File: src/rtl/alu_flag_pkg.sv
package alu_flag_pkg;
    localparam int WORD_W  = 32;
    localparam int WIDE_W  = 2 * WORD_W;
    localparam int FIELD_W = 4;
    localparam int NFIELDS = WORD_W / FIELD_W;

    typedef enum logic [2:0] {
        OP_ADD  = 3'd0,
        OP_ADDC = 3'd1,
        OP_AND  = 3'd2,
        OP_OR   = 3'd3,
        OP_XOR  = 3'd4,
        OP_NOT  = 3'd5
    } alu_op_e;

    typedef struct packed {
        logic so;
        logic ov;
        logic ca;
    } xer_t;

    typedef struct packed {
        logic [WORD_W-1:0] value;
        logic              carry;
        logic              ovf;
    } alu_res_t;

    function automatic logic [FIELD_W-1:0] cmp_zero(input logic [WORD_W-1:0] v, input logic so);
        logic neg, zer;
        neg = v[WORD_W-1];
        zer = (v == '0);
        return {neg, !neg && !zer, zer, so};
    endfunction
endpackage

File: src/rtl/alu_core.sv
module alu_core
    import alu_flag_pkg::*;
(
    input  logic [2:0]        op,
    input  logic [WORD_W-1:0] a,
    input  logic [WORD_W-1:0] b,
    input  logic              cin,
    output alu_res_t          res
);
    logic [WIDE_W-1:0] uz_sum, sx_sum;
    logic [WIDE_W-1:0] cin_w;
    logic [WORD_W-1:0] logic_v;
    logic              is_add;

    always_comb begin
        is_add = (op == OP_ADD) || (op == OP_ADDC);
        cin_w  = {{(WIDE_W-1){1'b0}}, (op == OP_ADDC) ? cin : 1'b0};
        uz_sum = {{WORD_W{1'b0}}, a} + {{WORD_W{1'b0}}, b} + cin_w;
        sx_sum = {{WORD_W{a[WORD_W-1]}}, a} + {{WORD_W{b[WORD_W-1]}}, b} + cin_w;
        case (op)
            OP_AND:  logic_v = a & b;
            OP_OR:   logic_v = a | b;
            OP_XOR:  logic_v = a ^ b;
            OP_NOT:  logic_v = ~a;
            default: logic_v = '0;
        endcase
        if (is_add) begin
            res.value = uz_sum[WORD_W-1:0];
            res.carry = uz_sum[WORD_W];
            res.ovf   = sx_sum[WORD_W] != sx_sum[WORD_W-1];
        end else begin
            res.value = logic_v;
            res.carry = 1'b0;
            res.ovf   = 1'b0;
        end
    end
endmodule

File: src/rtl/flag_update.sv
module flag_update
    import alu_flag_pkg::*;
(
    input  logic              clk,
    input  logic              rst,
    input  logic              en,
    input  alu_res_t          res,
    input  logic              upd_carry,
    input  logic              ovf_en,
    input  logic              record,
    output xer_t              xer_q,
    output logic [WORD_W-1:0] cr_q
);
    xer_t              xer_d;
    logic [WORD_W-1:0] cr_d;

    always_comb begin
        xer_d = xer_q;
        if (upd_carry) xer_d.ca = res.carry;
        if (ovf_en) begin
            xer_d.ov = res.ovf;
            if (res.ovf) xer_d.so = 1'b1;
        end
        cr_d = cr_q;
        for (int f = 0; f < NFIELDS; f++) begin
            if (record && f == 0)
                cr_d[WORD_W-1-FIELD_W*f -: FIELD_W] = cmp_zero(res.value, xer_d.so);
        end
    end

    always_ff @(posedge clk) begin
        if (rst) begin
            xer_q <= '0;
            cr_q  <= '0;
        end else if (en) begin
            xer_q <= xer_d;
            cr_q  <= cr_d;
        end
    end

    assert_so_sticky_R6: assert property (@(posedge clk) disable iff (rst)
        $past(xer_q.so) && !$past(rst) |-> xer_q.so);
    assert_low_fields_R8: assert property (@(posedge clk) disable iff (rst)
        !$past(rst) |-> cr_q[WORD_W-FIELD_W-1:0] == $past(cr_q[WORD_W-FIELD_W-1:0]));
    assert_field0_onehot_R7: assert property (@(posedge clk) disable iff (rst)
        !$past(rst) && $past(en && record) |-> $countones(cr_q[WORD_W-1:WORD_W-3]) == 1);
    assert_ov_sets_so_R5: assert property (@(posedge clk) disable iff (rst)
        xer_q.ov |-> xer_q.so);
endmodule

File: src/rtl/alu_flag_unit.sv
module alu_flag_unit
    import alu_flag_pkg::*;
(
    input  logic        clk,
    input  logic        rst,
    input  logic        in_valid,
    input  logic [2:0]  op,
    input  logic [31:0] opnd_a,
    input  logic [31:0] opnd_b,
    input  logic        upd_carry,
    input  logic        ovf_en,
    input  logic        record,
    output logic [31:0] result,
    output logic [2:0]  xer_out,
    output logic [31:0] cr_out
);
    alu_res_t          res;
    xer_t              xer_q;
    logic [WORD_W-1:0] res_q;

    alu_core u_core (.op(op), .a(opnd_a), .b(opnd_b), .cin(xer_q.ca), .res(res));

    flag_update u_flags (
        .clk(clk), .rst(rst), .en(in_valid), .res(res),
        .upd_carry(upd_carry), .ovf_en(ovf_en), .record(record),
        .xer_q(xer_q), .cr_q(cr_out)
    );

    always_ff @(posedge clk) begin
        if (rst)           res_q <= '0;
        else if (in_valid) res_q <= res.value;
    end

    assign result  = res_q;
    assign xer_out = xer_q;

    assert_hold_R2: assert property (@(posedge clk) disable iff (rst)
        !$past(rst) && !$past(in_valid) |-> $stable(result) && $stable(xer_out));
    assert_reset_R1: assert property (@(posedge clk)
        $past(rst) |-> result == '0);
endmodule

File: config.mk
export PLATFORM = sky130hd
export DESIGN_NAME = alu_flag_unit
export DESIGN_NICKNAME = d
export VERILOG_FILES = /design/src/rtl/alu_flag_pkg.sv /design/src/rtl/alu_core.sv /design/src/rtl/flag_update.sv /design/src/rtl/alu_flag_unit.sv
export SDC_FILE = /design/constraint.sdc
export NUM_CORES = 1
export LEC_CHECK = 0
export BUFFER_PORTS_ARGS = -buffer_cell sky130_fd_sc_hd__buf_2
export CAP_MARGIN = 25
export CORE_MARGIN = 10
export CORE_UTILIZATION = 49
export DETAILED_ROUTE_END_ITERATION = 10
export PLACE_DENSITY_LB_ADDON = 0.12
export SYNTH_ARGS = -nofsm -noshare
export SYNTH_HDL_FRONTEND = slang
export SYNTH_HIERARCHICAL = 1
export SYNTH_SLANG_ARGS = --single-unit
export TNS_END_PERCENT = 1
File: constraint.sdc
create_clock -name clk -period 5.25 [get_ports clk]
set_clock_uncertainty 0.15 [all_clocks]
set_input_delay 1.05 -clock clk [delete_from_list [all_inputs] [get_ports clk]]
set_output_delay 1.05 -clock clk [all_outputs]
set_load 0.05 [all_outputs]
==> summary.md, run 1 <==
| Metric | Value |
|---|---|
| Crit path DAT | `4.95 ns` |
| Sw Share | `0.436` |
| Clock network power share | `0.238` |
| Synth warnings | `6` |
| Initial antenna violation count | `0` |
| VDD IR-drop max | `0.000190 V` |
| Cts repair resizes | `0` |
| Async set-reset flop share out of synthesis | `0` |
| Setup crit end kind | `register` |
| Synth area leader | `ha_1` |
| Synth Area per Inst | `7.20 µm²` |
| Pin count of the biggest net entering global routing | `89` |
| Final period util | `0.929` |
| Cell Pwr Density | `218 nW/µm²` |
| CP Data Required Time | `5.33 ns` |
| Most common flop cell mapped by yosys | `dfxtp_1` |
| Worst Hold Path EP | `u_flags/cr_q[31]` |
| Final Hold Fails | `0` |
| Finished Core Util | `0.563` |
| FF-to-FF path depth | `15` |
| Hold WC Path Type | `reg -> reg` |
| Switching pwr | `549 µW` |
| Worst path slowest cell | `nor4_1` |
| CP Class | `in -> reg` |
| Root buf cell | `clkbuf_8` |
| Drt first pass iters | `5` |
| Unique cell type count in the Yosys netlist | `64` |
| Vias in the first global route | `5211` |
| Final count of pins violating max slew | `0` |
| CP top delay family | `simple AND/OR/NAND/NOR gates` |
| CTS tree | `done` |
| Worst reg2reg endpoint | `u_flags/cr_q[29]` |
| Worst path bufs/invs | `2` |
| Worst-Skew Late Latency | `0.29 ns` |
| Fmax | `0.205 GHz` |
| Tmin final | `4.88 ns` |
| Share of power burned in registers | `0.260` |
| Leakage | `2.93 nW` |
| Setup bufs post-CTS | `0` |
| Post-synth EDFFs | `0` |
| Vias per inst | `5.68` |
| Setup violations, final | `0` |
| M1 WL | `7.23 mm` |
| Delay of the slowest cell on the worst path | `0.49 ns` |
| Worst Hold Depth | `2` |
| Dpl hpwl | `13.6 mm` |
| Outcome | `finished clean` |
| Gpl congestion | `0.914` |
| CP max FO | `10` |
| Metal3 WL | `1.10 mm` |
| Area of the die | `15100 µm²` |
| Crit-path cells | `buf_2 > nor2_1 > and3_1 > fa_1 > fa_1 > a21o_1 > a221oi_2 > buf_4 > nor2_1 > nor2_1 > o21ai_0 > a22oi_1 > o221ai_1 > nor4_1 > nand4_1 > or3_1 > a21oi_2` |
| Pwr Total | `1.26 mW` |
| Die height | `123 µm` |
| Syn Std Cell Area | `5170 µm²` |
| Gr ovfl total | `0` |
| Initial drt markers | `488` |
| Layout cell share with drive strength beyond 1 | `0.186` |
| Worst-path clk slew | `0.08 ns` |
| Setup TNS | `0 ns` |
| # H-tree levels | `2` |
| Slew @ Worst Pin | `1.03 ns` |
| Met2 routed WL | `8.55 mm` |
| First-pass GRT wire length | `27.2 mm` |
| GRT Overall Usage | `0.220` |
| Commonest non-fill, non-tap cell in the layout | `buf_2` |
| Finished Cell Area | `5780 µm²` |
| Ports | `140` |
| Vias | `5347` |
| Placed inst area | `5650 µm²` |
| Max-Cap Viols | `0` |
| Most frequent cells in the layout | `buf_2 (111), nor2_1 (77), inv_1 (73)` |
| Cts bufs inserted | `5` |
| CTS Buffer Depth | `2` |
| Remaining antenna violation count | `0` |
| Worst path most repeated cell | `nor2_1` |
| Row Count | `37` |
| RSZ-0062 raised after global routing | `false` |
| Clock sinks | `39` |
| Top cell type's share of synthesized area | `0.155` |
| Combinational power share | `0.501` |
| DRC violation count after routing | `0` |
| Non-Filler Instances | `942` |
| Wirelength, routed | `17.3 mm` |
| CORE AREA | `10300 µm²` |
| Ant. Diodes | `0` |
| Largest cells by area after synthesis | `ha_1 (15%), dfxtp_1 (15%), mux2i_1 (7.4%)` |
| Synthesis-to-layout area growth | `11.9%` |
| DR WL/cell | `18.3 µm` |
| Flop2flop setup slack | `1.09 ns` |
| Internal | `710 µW` |
| Post-CTS Hold Buffers | `0` |
| Cell count after synthesis | `718` |
| #FFs+latches synth | `39` |
| Critical hold path startpoint | `u_flags/cr_q[31]` |
| Placed Cells | `934` |
| Slew HR | `0.313` |
| Post-layout nets | `944` |
| Seq/Total Area, Yosys | `0.151` |
| Number of port buffers | `111` |
| Worst flop-to-flop path startpoint | `u_flags/xer_q[0]` |
| Die width | `123 µm` |
| Worst setup SP type | `primary input` |
| Top Metal Used | `met4` |
| Initial Util | `0.503` |
worst max path at each step:
stage / endpoint / start / cells after the start / slack (ns)
after floorplan: u_flags/cr_q[29] / op[0] / 18 / 0.1
after global placement: u_flags/cr_q[29] / op[1] / 17 / 0.20
after detailed placement: u_flags/cr_q[29] / op[1] / 18 / 0.15
after CTS: u_flags/cr_q[29] / op[1] / 18 / 0.43
after global routing: u_flags/cr_q[29] / op[1] / 17 / 0.20
final: u_flags/cr_q[29] / op[1] / 17 / 0.37
area by class of cell:
cell class,instances,area (µm²)
timing repair buffer,120,623
multi-input combinational,566,3800
inverter,73,274
sequential,39,781
clock buffer,5,68.8
fill,1045,4490
tap,136,170
clock inverter,3,67.6
routing by layer:
| metal | up-vias | global-route usage |
|---|---|---|
| li1 | 2634 | - |
| met1 | 2477 | 0.265 |
| met2 | 202 | 0.384 |
| met3 | 34 | 0.0418 |
| met4 | 0 | 0.0722 |
| met5 | - | 0 |
cell usage after synthesis (all sizes together), types with 4 or more instances:
| master | n |
|---|---|
| nand2 | 73 |
| nor2 | 77 |
| o22ai | 9 |
| xor2 | 4 |
| o211ai | 12 |
| nand2b | 4 |
| nor2b | 4 |
| a221oi | 7 |
| nand3 | 10 |
| and3 | 4 |
| buf | 35 |
| o221ai | 18 |
| xnor2 | 14 |
| nor4 | 8 |
| clkbuf | 32 |
| o21a | 5 |
| dfxtp | 39 |
| or3 | 5 |
| ha | 64 |
| nand4 | 6 |
| a22oi | 4 |
| a31oi | 4 |
| a211oi | 9 |
| nor3 | 10 |
| o21ai | 53 |
| o221a | 5 |
| a21oi | 59 |
| mux2i | 38 |
| a21o | 9 |
| inv | 73 |
tightest hold or removal path, delay by kind of cell (launching register included):
kind	cells	cell delay (ns)
flops	1	0.31
simple gates	1	0.05
compound gates	1	0.05
power by group through the flow:
stage	combinational [mW]	sequential (mW)	clock (mW)
global placement	0.619	0.335	0
detailed placement	0.622	0.335	0
finish	0.631	0.328	0.300
CTS	0.625	0.328	0.305
global route	0.687	0.331	0.320
floorplan	0.400	0.407	0
sequential cells by signal (all words and copies together) (netlist names):
signal,cells
result,32
u_flags/cr_q,4
u_flags/xer_q,3
cells by family after synthesis:
kind of cell	after synthesis	share of synthesized area
compound gates	208	0.266
simple gates	206	0.178
buf+inv	140	0.133
fa+ha+maj	66	0.163
mux	40	0.0780
flops	39	0.151
xor+xnor	18	0.0305
other cells	1	0.000726
stage by stage:
| stage | setup WS (ns) | hold WS [ns] |
|---|---|---|
| after floorplan | 0.0967 | 0.515 |
| after global placement | 0.196 | 0.293 |
| after detailed placement | 0.146 | 0.299 |
| after CTS | 0.432 | 0.311 |
| after global routing | 0.198 | 0.344 |
| final | 0.373 | 0.310 |
Note: power is estimated with default switching activity, not from simulation.
==> inputs of run 2 (changes only) <==
--- a/config.mk
+++ b/config.mk
@@ -6,10 +6,11 @@
 export NUM_CORES = 1
 export LEC_CHECK = 0
 export BUFFER_PORTS_ARGS = -buffer_cell sky130_fd_sc_hd__buf_2
-export CAP_MARGIN = 25
 export CORE_MARGIN = 10
-export CORE_UTILIZATION = 49
+export CORE_UTILIZATION = 50
+export CTS_BUF_LIST = sky130_fd_sc_hd__clkbuf_2 sky130_fd_sc_hd__clkbuf_4 sky130_fd_sc_hd__clkbuf_8
 export DETAILED_ROUTE_END_ITERATION = 10
+export MAX_ROUTING_LAYER = met4
 export PLACE_DENSITY_LB_ADDON = 0.12
 export SYNTH_ARGS = -nofsm -noshare
 export SYNTH_HDL_FRONTEND = slang
==> summary.md, run 2 (same netlist as run 1, synthesis figures left out) <==
| Metric | Value |
|---|---|
| Outcome | `finished clean` |
| CTS tree | `done` |
| Root buf cell | `clkbuf_8` |
| VDD IR-drop max | `0.000150 V` |
| Vias | `5393` |
| Setup violations, final | `0` |
| Initial drt markers | `376` |
| Worst-Skew Late Latency | `0.29 ns` |
| Gpl congestion | `0.951` |
| Cell Pwr Density | `213 nW/µm²` |
| Row Count | `37` |
| Finished Core Util | `0.565` |
| Setup crit end kind | `register` |
| Worst-path clk slew | `0.08 ns` |
| Tmin final | `4.83 ns` |
| Most frequent cells in the layout | `buf_2 (111), nor2_1 (77), inv_1 (73)` |
| DRC violation count after routing | `0` |
| Max-Cap Viols | `0` |
| Crit path DAT | `4.91 ns` |
| GRT Overall Usage | `0.230` |
| Initial Util | `0.507` |
| Slew @ Worst Pin | `1.04 ns` |
| Post-CTS Hold Buffers | `0` |
| Number of port buffers | `111` |
| Pin count of the biggest net entering global routing | `89` |
| Slew HR | `0.310` |
| Fmax | `0.207 GHz` |
| Cts bufs inserted | `5` |
| CTS Buffer Depth | `2` |
| Wirelength, routed | `17.2 mm` |
| Area of the die | `14800 µm²` |
| Remaining antenna violation count | `0` |
| First-pass GRT wire length | `27.2 mm` |
| Hold WC Path Type | `reg -> reg` |
| Cts repair resizes | `0` |
| Die width | `122 µm` |
| Layout cell share with drive strength beyond 1 | `0.185` |
| Vias per inst | `5.73` |
| CP Class | `in -> reg` |
| CORE AREA | `10200 µm²` |
| Ant. Diodes | `0` |
| Initial antenna violation count | `0` |
| Vias in the first global route | `5337` |
| Finished Cell Area | `5760 µm²` |
| Leakage | `2.93 nW` |
| Dpl hpwl | `13.6 mm` |
| Post-Place Worst Slack | `0.188 ns` |
| # H-tree levels | `2` |
| Largest register FFs | `32` |
| Final period util | `0.921` |
| Synthesis-to-layout area growth | `11.4%` |
| Gr ovfl total | `0` |
| Placed inst area | `5640 µm²` |
| Post-layout nets | `943` |
| Final worst-path setup slack | `0.417 ns` |
| Clock sinks | `39` |
| Worst setup SP type | `primary input` |
| Final Hold Fails | `0` |
| Commonest non-fill, non-tap cell in the layout | `buf_2` |
| Die height | `122 µm` |
| RSZ-0062 raised after global routing | `false` |
| CP Data Required Time | `5.33 ns` |
| Setup TNS | `0 ns` |
| Setup bufs post-CTS | `0` |
| CP max FO | `10` |
| Ports | `140` |
| Final count of pins violating max slew | `0` |
| DR WL/cell | `18.3 µm` |
| Drt first pass iters | `5` |
## run 2: final timing paths
path	from	to	slack, ns	cells past startpoint
worst max register to register	u_flags/xer_q[0]	u_flags/cr_q[29]	1.11	15
worst min-delay path	u_flags/cr_q[31]	u_flags/cr_q[31]	0.31	2
worst min register to register	u_flags/cr_q[31]	u_flags/cr_q[31]	0.31	2
worst max-delay path	op[1]	u_flags/cr_q[29]	0.42	17
## run 2: area by class of cell
cell class / instances / area, µm²
sequential: 39 / 781
tap: 136 / 170
fill: 1031 / 4430
timing repair buffer: 119 / 616
multi-input combinational: 566 / 3800
inverter: 73 / 274
clock buffer: 6 / 82.6
clock inverter: 2 / 35.0
## run 2: power breakdown
part	internal [mW]	switching [mW]
combinational	0.203	0.427
sequential	0.317	0.0121
clock	0.154	0.111
total	0.674	0.550
## run 2: critical path, cell delays in order
cell	delay, ns
buf_2	0.18
nor2_1	0.08
and3_1	0.20
fa_1	0.44
fa_1	0.43
a21o_1	0.23
a221oi_2	0.27
or4_1	0.17
o211ai_2	0.16
o2bb2ai_2	0.20
a32oi_1	0.26
xor2_1	0.17
o21ai_1	0.12
nor4_2	0.30
nand4_1	0.16
or3_1	0.38
a21oi_2	0.11
## run 2: per-layer routing
metal | GRT usage | wire length (µm) | share of wire | up-vias
met5 | - | 0 | 0 | -
met4 | 0.0857 | 574 | 0.033 | 0
met3 | 0.0384 | 1070 | 0.062 | 39
met2 | 0.395 | 8520 | 0.49 | 209
met1 | 0.262 | 7050 | 0.41 | 2508
li1 | - | - | - | 2637
## run 2: through the flow
| step | hold WS, ns | cells | total power, mW |
|---|---|---|---|
| 2_1_floorplan | 0.515 | 745 | 0.808 |
| 3_3_place_gp | 0.291 | 933 | 0.948 |
| 5_1_grt | 0.338 | 941 | 1.30 |
| 3_5_place_dp | 0.301 | 933 | 0.955 |
| 6_report | 0.314 | 941 | 1.22 |
| 4_1_cts | 0.312 | 941 | 1.22 |
==> inputs of run 3 (changes only) <==
--- a/config.mk
+++ b/config.mk
@@ -7,7 +7,7 @@
 export LEC_CHECK = 0
 export BUFFER_PORTS_ARGS = -buffer_cell sky130_fd_sc_hd__buf_2
 export CORE_MARGIN = 10
-export CORE_UTILIZATION = 50
+export CORE_UTILIZATION = 56
 export CTS_BUF_LIST = sky130_fd_sc_hd__clkbuf_2 sky130_fd_sc_hd__clkbuf_4 sky130_fd_sc_hd__clkbuf_8
 export DETAILED_ROUTE_END_ITERATION = 10
 export MAX_ROUTING_LAYER = met4
==> constraint.sdc (replaced) <==
create_clock -name clk -period 5.35 [get_ports clk]
set_clock_uncertainty 0.15 [all_clocks]
set_input_delay 1.07 -clock clk [delete_from_list [all_inputs] [get_ports clk]]
set_output_delay 1.07 -clock clk [all_outputs]
set_load 0.05 [all_outputs]
==> summary.md, run 3 (same netlist as run 1, synthesis figures left out) <==
| Metric | Value |
|---|---|
| Setup crit end kind | `register` |
| Post-Place Worst Slack | `0.224 ns` |
| Max-Cap Viols | `0` |
| Worst reg2reg endpoint | `u_flags/cr_q[29]` |
| Setup bufs post-CTS | `0` |
| Initial antenna violation count | `0` |
| DR WL/cell | `18.5 µm` |
| Crit path DAT | `4.96 ns` |
| Outcome | `finished clean` |
| CP max FO | `10` |
| Worst-Skew Late Latency | `0.29 ns` |
| Initial Util | `0.584` |
| Worst flop-to-flop path startpoint | `u_flags/xer_q[0]` |
| Final period util | `0.914` |
| Worst path slowest cell | `fa_1` |
| Clock sinks | `39` |
| Ant. Diodes | `0` |
| Delay of the slowest cell on the worst path | `0.43 ns` |
| Most frequent cells in the layout | `buf_2 (111), nor2_1 (77), inv_1 (73)` |
| VDD IR-drop max | `0.000139 V` |
| Final Hold Fails | `0` |
| Gr ovfl total | `0` |
| Cts bufs inserted | `5` |
| Post-layout nets | `942` |
| Area of the die | `13500 µm²` |
| Commonest non-fill, non-tap cell in the layout | `buf_2` |
| Fmax | `0.205 GHz` |
| Flop2flop setup slack | `1.16 ns` |
| Drt first pass iters | `5` |
| Die width | `116 µm` |
| Pin count of the biggest net entering global routing | `89` |
| Leakage | `2.92 nW` |
| Tmin final | `4.89 ns` |
| Remaining antenna violation count | `0` |
| Dpl hpwl | `13.4 mm` |
| CP top delay family | `compound AO/OA/AOI/OAI gates` |
| # H-tree levels | `2` |
| Setup TNS | `0 ns` |
| FF-to-FF path depth | `15` |
| Root buf cell | `clkbuf_8` |
| Critical hold path startpoint | `u_flags/xer_q[1]` |
| Largest register FFs | `32` |
| CP Data Required Time | `5.42 ns` |
| Final count of pins violating max slew | `0` |
| Cts repair resizes | `0` |
| Cell Pwr Density | `207 nW/µm²` |
| Worst-path clk slew | `0.08 ns` |
| Final worst-path setup slack | `0.462 ns` |
| Vias in the first global route | `5291` |
| Wirelength, routed | `16.9 mm` |
| Worst setup SP type | `primary input` |
| Crit-path cells | `buf_2 > nor2_1 > and3_1 > fa_1 > fa_1 > a21o_1 > a221oi_2 > or4_1 > o211ai_2 > a21bo_1 > a21oi_2 > xnor2_1 > a221o_1 > nor4_2 > nand4_1 > or3_1 > a21oi_2` |
| # fillers | `833` |
| CORE AREA | `8850 µm²` |
| Slew HR | `0.293` |
| First-pass GRT wire length | `26.3 mm` |
| Hold WC Path Type | `reg -> reg` |
| Synthesis-to-layout area growth | `10.5%` |
| Slew @ Worst Pin | `1.06 ns` |
| GRT Overall Usage | `0.246` |
| CTS tree | `done` |
| RSZ-0062 raised after global routing | `false` |
| Die height | `116 µm` |
| Initial drt markers | `415` |
| Worst Hold Path EP | `u_flags/xer_q[1]` |
| Worst Hold Depth | `2` |
| Ports | `140` |
| Layout cell share with drive strength beyond 1 | `0.184` |
| Post-CTS Hold Buffers | `0` |
| CTS Buffer Depth | `2` |
| Setup violations, final | `0` |
| Vias | `5481` |
| CP Class | `in -> reg` |
| Number of port buffers | `111` |
| DRC violation count after routing | `0` |
| Worst path bufs/invs | `1` |
| Hold slack | `0.308 ns` |
| Row Count | `34` |
| Gpl congestion | `0.980` |
| Vias per inst | `6.01` |
==> run 3: cell types whose count changed in the layout (fill, tap and decap cells not counted), sizes merged <==
cell,change
buf,-1
clkbuf,-1
clkinv,+1
==> run 3: how the worst max path moves through the flow <==
stage / slack (ns) / cells after the start / from / end
floorplan: 0.18 / 18 / op[0] / u_flags/cr_q[29]
detailed placement: 0.22 / 16 / op[1] / u_flags/cr_q[29]
global route: 0.29 / 17 / op[1] / u_flags/cr_q[29]
global placement: 0.34 / 17 / op[1] / u_flags/cr_q[29]
CTS: 0.51 / 17 / op[1] / u_flags/cr_q[29]
finish: 0.46 / 17 / op[1] / u_flags/cr_q[29]
==> run 3: cell type report <==
type                            instances  area (µm²)  area share
Inverter                               73         274      0.0480
Timing Repair Buffer                  118         608       0.107
Multi-Input combinational cell        566        3800       0.665
Clock buffer                            5        68.8      0.0121
Tap cell                              108         135      0.0237
Sequential cell                        39         781       0.137
Clock inverter                          3        43.8     0.00767
==> run 3: metal layers <==
layer	wire length, µm	up-vias	GRT usage
met3	1300	37	0.0357
met2	8470	252	0.427
li1	-	2629	-
met4	445	0	0.0859
met1	6670	2563	0.284
met5	0	-	-
==> run 3: worst min-delay path, cell delays in order, from the launching register on <==
cell	delay, ns
dfxtp_1	0.31
nand2_1	0.05
a21oi_1	0.05
==> run 3: power breakdown <==
| part | switching (mW) | internal, mW |
|---|---|---|
| sequential | 0.0121 | 0.311 |
| combinational | 0.416 | 0.199 |
| clock | 0.108 | 0.139 |
==> run 3: per-stage QoR <==
step / cell area (µm²) / instances / total power, mW / utilization
4_1_cts: 5710 / 912 / 1.18 / 0.645
6_report: 5710 / 912 / 1.18 / 0.645
3_5_place_dp: 5600 / 904 / 0.933 / 0.632
5_1_grt: 5710 / 912 / 1.25 / 0.645
2_1_floorplan: 5270 / 745 / 0.792 / -
3_3_place_gp: 5600 / 904 / 0.924 / 0.632
